<file path="config.mk">
export PLATFORM = sky130hd
export DESIGN_NAME = rr2_bus_arbiter
export DESIGN_NICKNAME = d
export VERILOG_FILES = /design/src/rtl/rr2_arb_pkg.sv /design/src/rtl/rr2_arb_next.sv /design/src/rtl/rr2_arb_state_reg.sv /design/src/rtl/rr2_arb_grant_reg.sv /design/src/rtl/rr2_bus_arbiter.sv
export SDC_FILE = /design/constraint.sdc
export NUM_CORES = 1
export LEC_CHECK = 0
export BUFFER_PORTS_ARGS = -buffer_cell sky130_fd_sc_hd__buf_2
export CORE_AREA = 3 3 40 42
export DETAILED_ROUTE_END_ITERATION = 8
export DIE_AREA = 0 0 43 45
export PLACE_DENSITY_LB_ADDON = 0.05
export REMOVE_ABC_BUFFERS = 1
export SLEW_MARGIN = 30
export SYNTH_ARGS = -nofsm -noshare
export SYNTH_HDL_FRONTEND = slang
export SYNTH_SLANG_ARGS = --single-unit
export TNS_END_PERCENT = 1
</file>
<file path="constraint.sdc">
create_clock -name clk -period 0.8 [get_ports clk]
set_input_delay 0 -clock clk [delete_from_list [all_inputs] [get_ports clk]]
set_output_delay 0 -clock clk [all_outputs]
set_load 0.03 [all_outputs]
</file>
<file path="src/rtl/rr2_arb_pkg.sv">
package rr2_arb_pkg;

  localparam int unsigned NUM_REQ = 2;
  localparam int unsigned ST_W    = 2;

  // Bit 1 marks ownership, bit 0 names the device (owner, or next in turn).
  typedef enum logic [ST_W-1:0] {
    ST_IDLE_TURN0 = 2'b00,
    ST_IDLE_TURN1 = 2'b01,
    ST_OWN0       = 2'b10,
    ST_OWN1       = 2'b11
  } arb_state_e;

  localparam arb_state_e RESET_STATE = ST_IDLE_TURN0;

  function automatic logic is_owned(input arb_state_e s);
    return s[1];
  endfunction

  function automatic logic state_dev(input arb_state_e s);
    return s[0];
  endfunction

  function automatic arb_state_e own_state(input logic dev);
    return dev ? ST_OWN1 : ST_OWN0;
  endfunction

  function automatic arb_state_e idle_state(input logic turn);
    return turn ? ST_IDLE_TURN1 : ST_IDLE_TURN0;
  endfunction

  // Next state from current state and the request pair {req1, req0}.
  function automatic arb_state_e next_state(input arb_state_e s,
                                            input logic [NUM_REQ-1:0] req);
    logic dev;
    logic other;
    dev   = state_dev(s);
    other = ~dev;
    if (is_owned(s)) begin
      if (req[dev])        return s;
      else if (req[other]) return own_state(other);
      else                 return idle_state(other);
    end else begin
      if (req[dev])        return own_state(dev);
      else if (req[other]) return own_state(other);
      else                 return s;
    end
  endfunction

  // One-hot grant vector for a state; idle states grant nobody.
  function automatic logic [NUM_REQ-1:0] grant_of(input arb_state_e s);
    logic [NUM_REQ-1:0] g;
    g = '0;
    if (is_owned(s)) g[state_dev(s)] = 1'b1;
    return g;
  endfunction

endpackage

</file>
<file path="src/rtl/rr2_arb_next.sv">
module rr2_arb_next
  import rr2_arb_pkg::*;
(
  input  arb_state_e         state_q,
  input  logic [NUM_REQ-1:0] req,
  output arb_state_e         state_d,
  output logic               ev_release,
  output logic               ev_handoff,
  output logic               ev_conflict
);

  logic owner;
  logic owned;

  always_comb begin
    owned   = is_owned(state_q);
    owner   = state_dev(state_q);
    state_d = next_state(state_q, req);
  end

  // Named events for the checks in the top module.
  always_comb begin
    ev_release  = owned && !req[owner];
    ev_handoff  = ev_release && req[~owner];
    ev_conflict = !owned && (&req);
  end

endmodule

</file>
<file path="src/rtl/rr2_arb_state_reg.sv">
module rr2_arb_state_reg
  import rr2_arb_pkg::*;
(
  input  logic       clk,
  input  logic       rst_n,
  input  arb_state_e state_d,
  output arb_state_e state_q
);

  always_ff @(posedge clk or negedge rst_n) begin
    if (!rst_n) state_q <= RESET_STATE;
    else        state_q <= state_d;
  end

endmodule

</file>
<file path="src/rtl/rr2_arb_grant_reg.sv">
module rr2_arb_grant_reg
  import rr2_arb_pkg::*;
(
  input  logic               clk,
  input  logic               rst_n,
  input  arb_state_e         state_d,
  output logic [NUM_REQ-1:0] gnt_q
);

  logic [NUM_REQ-1:0] gnt_d;

  always_comb gnt_d = grant_of(state_d);

  generate
    for (genvar i = 0; i < NUM_REQ; i++) begin : g_bit
      always_ff @(posedge clk or negedge rst_n) begin
        if (!rst_n) gnt_q[i] <= 1'b0;
        else        gnt_q[i] <= gnt_d[i];
      end
    end
  endgenerate

  // the two grant flops never hold 1 together
  p_excl_r2: assert property (@(posedge clk) disable iff (!rst_n)
    $countones(gnt_q) <= 1);

endmodule

</file>
<file path="src/rtl/rr2_bus_arbiter.sv">
module rr2_bus_arbiter
  import rr2_arb_pkg::*;
(
  input  logic clk,
  input  logic rst_n,
  input  logic req0,
  input  logic req1,
  output logic gnt0,
  output logic gnt1
);

  logic [NUM_REQ-1:0] req;
  logic [NUM_REQ-1:0] gnt;
  arb_state_e         state_q;
  arb_state_e         state_d;
  logic               ev_release;
  logic               ev_handoff;
  logic               ev_conflict;

  assign req  = {req1, req0};
  assign gnt0 = gnt[0];
  assign gnt1 = gnt[1];

  rr2_arb_next u_next (
    .state_q    (state_q),
    .req        (req),
    .state_d    (state_d),
    .ev_release (ev_release),
    .ev_handoff (ev_handoff),
    .ev_conflict(ev_conflict)
  );

  rr2_arb_state_reg u_state (
    .clk    (clk),
    .rst_n  (rst_n),
    .state_d(state_d),
    .state_q(state_q)
  );

  rr2_arb_grant_reg u_gnt (
    .clk    (clk),
    .rst_n  (rst_n),
    .state_d(state_d),
    .gnt_q  (gnt)
  );

  // owner with request still high keeps the bus
  p_hold0_r3: assert property (@(posedge clk) disable iff (!rst_n)
    (gnt0 && req0) |=> (gnt0 && !gnt1));
  p_hold1_r3: assert property (@(posedge clk) disable iff (!rst_n)
    (gnt1 && req1) |=> (gnt1 && !gnt0));

  // release with the other side waiting hands over at once
  p_handoff0_r4: assert property (@(posedge clk) disable iff (!rst_n)
    (gnt0 && !req0 && req1) |=> gnt1);
  p_handoff1_r4: assert property (@(posedge clk) disable iff (!rst_n)
    (gnt1 && !req1 && req0) |=> gnt0);
  p_handoff_event_r4: assert property (@(posedge clk) disable iff (!rst_n)
    ev_handoff |=> (gnt0 != $past(gnt0)) && (gnt1 != $past(gnt1)));

  // release with nobody waiting idles the bus and passes the turn
  p_release0_r5: assert property (@(posedge clk) disable iff (!rst_n)
    (gnt0 && !req0 && !req1) |=> (!gnt0 && !gnt1 && state_q == ST_IDLE_TURN1));
  p_release1_r5: assert property (@(posedge clk) disable iff (!rst_n)
    (gnt1 && !req1 && !req0) |=> (!gnt0 && !gnt1 && state_q == ST_IDLE_TURN0));

  // idle conflict resolved by the stored turn
  p_conflict_r6: assert property (@(posedge clk) disable iff (!rst_n)
    ev_conflict |=> (state_dev($past(state_q)) ? gnt1 : gnt0));

  // a lone request on an idle bus wins
  p_single0_r7: assert property (@(posedge clk) disable iff (!rst_n)
    (!gnt0 && !gnt1 && req0 && !req1) |=> gnt0);
  p_single1_r7: assert property (@(posedge clk) disable iff (!rst_n)
    (!gnt0 && !gnt1 && req1 && !req0) |=> gnt1);

  // idle with no requests keeps the turn
  p_turn_kept_r8: assert property (@(posedge clk) disable iff (!rst_n)
    (!is_owned(state_q) && !req0 && !req1) |=> $stable(state_q));

  // a grant only follows a request seen at the producing edge
  p_gnt_req0_r9: assert property (@(posedge clk) disable iff (!rst_n)
    $rose(gnt0) |-> $past(req0));
  p_gnt_req1_r9: assert property (@(posedge clk) disable iff (!rst_n)
    $rose(gnt1) |-> $past(req1));

endmodule

</file>
==> out/summary.txt <==
========================================================================================================
Violated checks                                                                              hold timing
Multiplexer share of the synthesized area                                                             0%
Share of post-route cells with drive strength above 1                                             50.00%
Post-route setup TNS                                                                                0 ns
Cell type contributing the most total cell area after synthesis                             sky130_fd_sc_hd__dfrtp_1
Top area cells in the synthesized netlist                                                   sky130_fd_sc_hd__dfrtp_1, sky130_fd_sc_hd__a21oi_1, sky130_fd_sc_hd__xnor2_1, sky130_fd_sc_hd__a21boi_1, sky130_fd_sc_hd__inv_1
Number of unique standard cell types used by synthesis                                                 6
Pins Over Slew Limit                                                                                   0
Overall power of the completed layout                                                          0.5562 mW
DRT iter0 DRCs                                                                                         0
TritonCTS Sinks                                                                                        4
Dominant combinational cell family by area after synthesis                                  compound AO/OA/AOI/OAI gates
Arr. time, crit path                                                                             0.76 ns
Dominant cell by count in the synthesized netlist                                           sky130_fd_sc_hd__dfrtp_1
Count of hold buffers inserted by post-cts repair                                                      1
Proportion of register bits with asynchronous set or reset after synthesis                        100.0%
Class of the tightest hold or removal check                                                       in2reg
Critical R2R Capture                                                                        u_state.state_q[0]
Fraction of synthesized cell area taken by the top area cell type                                 71.43%
Final period utilization                                                                          94.44%
Required time of the critical path                                                               0.80 ns
Synth Register Bits                                                                                    4
Worst clock skew                                                                             0.004792 ns
Source of the worst register-to-register timing path                                        u_state.state_q[0]
Number of enable-type register cells in the synthesized netlist                                        0
Placement-stage worst setup slack                                                             0.02667 ns
Post-Synth Simple-Gate Area                                                                       4.464%
Initial cell density of the core                                                                  10.91%
Result of the run                                                                           complete, but fails checks
Total leakage power                                                                            0.1069 nW
Crit path largest cell delay                                                                     0.35 ns
Final setup margin                                                                            0.04450 ns
Number of buffers and inverters on the critical path                                                   1
Kind of start point of the critical path                                                       flip-flop
Die Span Y                                                                                         45 um
Worst Hold Slack                                                                             -0.03699 ns
Highest-delay cell along the critical path                                                  sky130_fd_sc_hd__dfrtp_1
Critical path class                                                                              reg2out
Actual transition at the worst max-transition pin                                              0.1584 ns
Via count of the first global-routing pass                                                           135
Number of hold violations in the final report                                                          3
Clock Tree Root                                                                             sky130_fd_sc_hd__clkbuf_4
Final Wtd Congestion                                                                              0.6288
Total die area                                                                                 1935 um^2
Antenna violations before repair                                                                       0
Critical path capture point                                                                         gnt0
Top Family by Delay on Critical Path                                                          flip-flops
Unrepaired setup endpoints after global routing                                                       no
Power per cell area                                                                         2526 nW/um^2
Sequential element share of the synthesized area                                                  71.43%
Floorplan row count                                                                                   13
Mapped cell area                                                                              140.1 um^2
Setup crit start                                                                            u_gnt.gnt_q[0]
Post-route DRC                                                                                         0
Horiz. Die Dim                                                                                     43 um
Minimum setup slack among reg-to-reg paths                                                       0.06 ns
Total length of routed wires                                                                      340 um
First-pass GRT wire length                                                                        621 um
Sum of overflow across all layers after global routing                                                 0
GRT Util Overall                                                                                  5.671%
Ys flop type                                                                                sky130_fd_sc_hd__dfrtp_1
Port Buf Inserts                                                                                       5
CTS H-Tree Depth                                                                                       1
Pin count of the biggest net entering global routing                                                   5
Number of optimization iterations in the first detailed-route pass                                     1
Remaining number of nets flagged by the antenna check after routing                                    0
Clock period minus worst slack                                                                 0.7555 ns
Synthesized instance count                                                                            11
Io pins                                                                                                6
Largest driver fanout on the critical path                                                             1
Critical Path Sink Type                                                                       output pin
Area inside the core boundary                                                                  1285 um^2
Via count                                                                                            112
Compound-cell area share of the yosys netlist                                                     12.50%
Number of warnings reported in the yosys synthesis log                                                 0
Cells along the critical path                                                                      buf_2
Average via count per standard cell                                                                3.200
Worst skew pair latency                                                                          0.24 ns
Final antenna diode count                                                                              0
Post-layout utilization of the core                                                               17.14%
Average detailed-routed wire length per instance                                                9.714 um
Number of setup buffers added after CTS                                                                0
Number of buffers between clock root and the deepest sink                                              2
Avg Cell Area, Syn                                                                            12.74 um^2
Max-cap check violation count                                                                          0
Cell types with the highest counts after synthesis                                          sky130_fd_sc_hd__dfrtp_1, sky130_fd_sc_hd__a21oi_1, sky130_fd_sc_hd__inv_1
Worst slew margin relative to its limit                                                           89.51%
TritonCTS clock tree                                                                                 yes
Num CTS Buffers                                                                                        3
Number of fill cells                                                                                 142
Fraction of the mapped netlist area in adder cells                                                    0%
XOR/XNOR Fraction of Synth Area                                                                   6.250%
Maximum vdd ir drop                                                                            0.7402 mV
# setup viols final                                                                                    0
Post-CTS clock slew at the launch and capture registers of the worst setup and hold paths        0.04 ns
Area overhead of the layout relative to synthesis                                                 57.14%
Final #Nets                                                                                           26
Maximum clock frequency                                                                         1324 MHz
Total number of cells along the worst setup path                                                       1
Worst-case reg-to-reg path depth                                                                       2
========================================================================================================
## repair_timing
action	CTS	global route
hold endpoints to repair	7	3
endpoints found under the setup margin	0	1
gates resized for setup	0	1
## layout by cell type (no fill, tap or decap)
cell type	instances
sky130_fd_sc_hd__buf_2	5
sky130_fd_sc_hd__inv_1	2
sky130_fd_sc_hd__clkbuf_4	3
sky130_fd_sc_hd__dfrtp_1	4
sky130_fd_sc_hd__or2_2	1
sky130_fd_sc_hd__xnor2_1	1
sky130_fd_sc_hd__a21oi_1	2
sky130_fd_sc_hd__a21boi_2	1
sky130_fd_sc_hd__dlygate4sd3_1	1
## power by group
part / internal [mW] / leakage (nW) / switching [mW] / total, mW
logic: 0.0296 / 0.0464 / 0.0414 / 0.0710
registers: 0.221 / 0.0467 / 0.0106 / 0.232
clock network: 0.168 / 0.0138 / 0.0853 / 0.253
## cell type report
type | instances | area, um^2 | share of cell area [%]
repair buffers | 6 | 35.03 | 15.91
multi-input cells | 5 | 36.28 | 16.48
well taps | 15 | 18.77 | 8.523
flip-flops and latches | 4 | 100.1 | 45.45
inverters | 2 | 7.507 | 3.409
clock buffers | 3 | 22.52 | 10.23
## registers in the layout (all words and copies together) (netlist names)
signal and flops:
u_state.state_q 2, u_gnt.gnt_q 2
## layer usage
layer | share of wire [%] | track usage [%] | up-vias
met3 | 17 | 7.570 | 2
met4 | 4.1 | 5.422 | 0
li1 | - | - | 54
met1 | 36 | 4.116 | 48
met2 | 43 | 6.886 | 8
met5 | 0 | 0 | -
## worst min-delay path by stage
stage / to / depth (start not counted) / slack [ns] / startpoint
floorplan: u_gnt.gnt_q[0] / 0 / -0.30 / rst_n
finish: u_gnt.gnt_q[1] / 2 / -0.04 / req0
global placement: u_gnt.gnt_q[1] / 1 / -0.18 / rst_n
CTS: u_gnt.gnt_q[1] / 2 / -0.04 / req0
global route: u_gnt.gnt_q[1] / 2 / -0.04 / req0
detailed placement: u_gnt.gnt_q[1] / 1 / -0.18 / rst_n
## stage by stage
| step | hold slack (ns) | cell area, um^2 | cells |
|---|---|---|---|
| floorplan | -0.2956 | 140.1 | 11 |
| global placement | -0.1827 | 183.9 | 31 |
| detailed placement | -0.1849 | 183.9 | 31 |
| CTS | -0.04366 | 216.5 | 35 |
| global route | -0.04061 | 220.2 | 35 |
| finish | -0.03699 | 220.2 | 35 |
## kinds of logic after synthesis
logic type / count (synthesis)
simple gates: 1
buf+inv: 2
compound gates: 3
flops: 4
xor+xnor: 1
(Power assumes the default switching activity.)
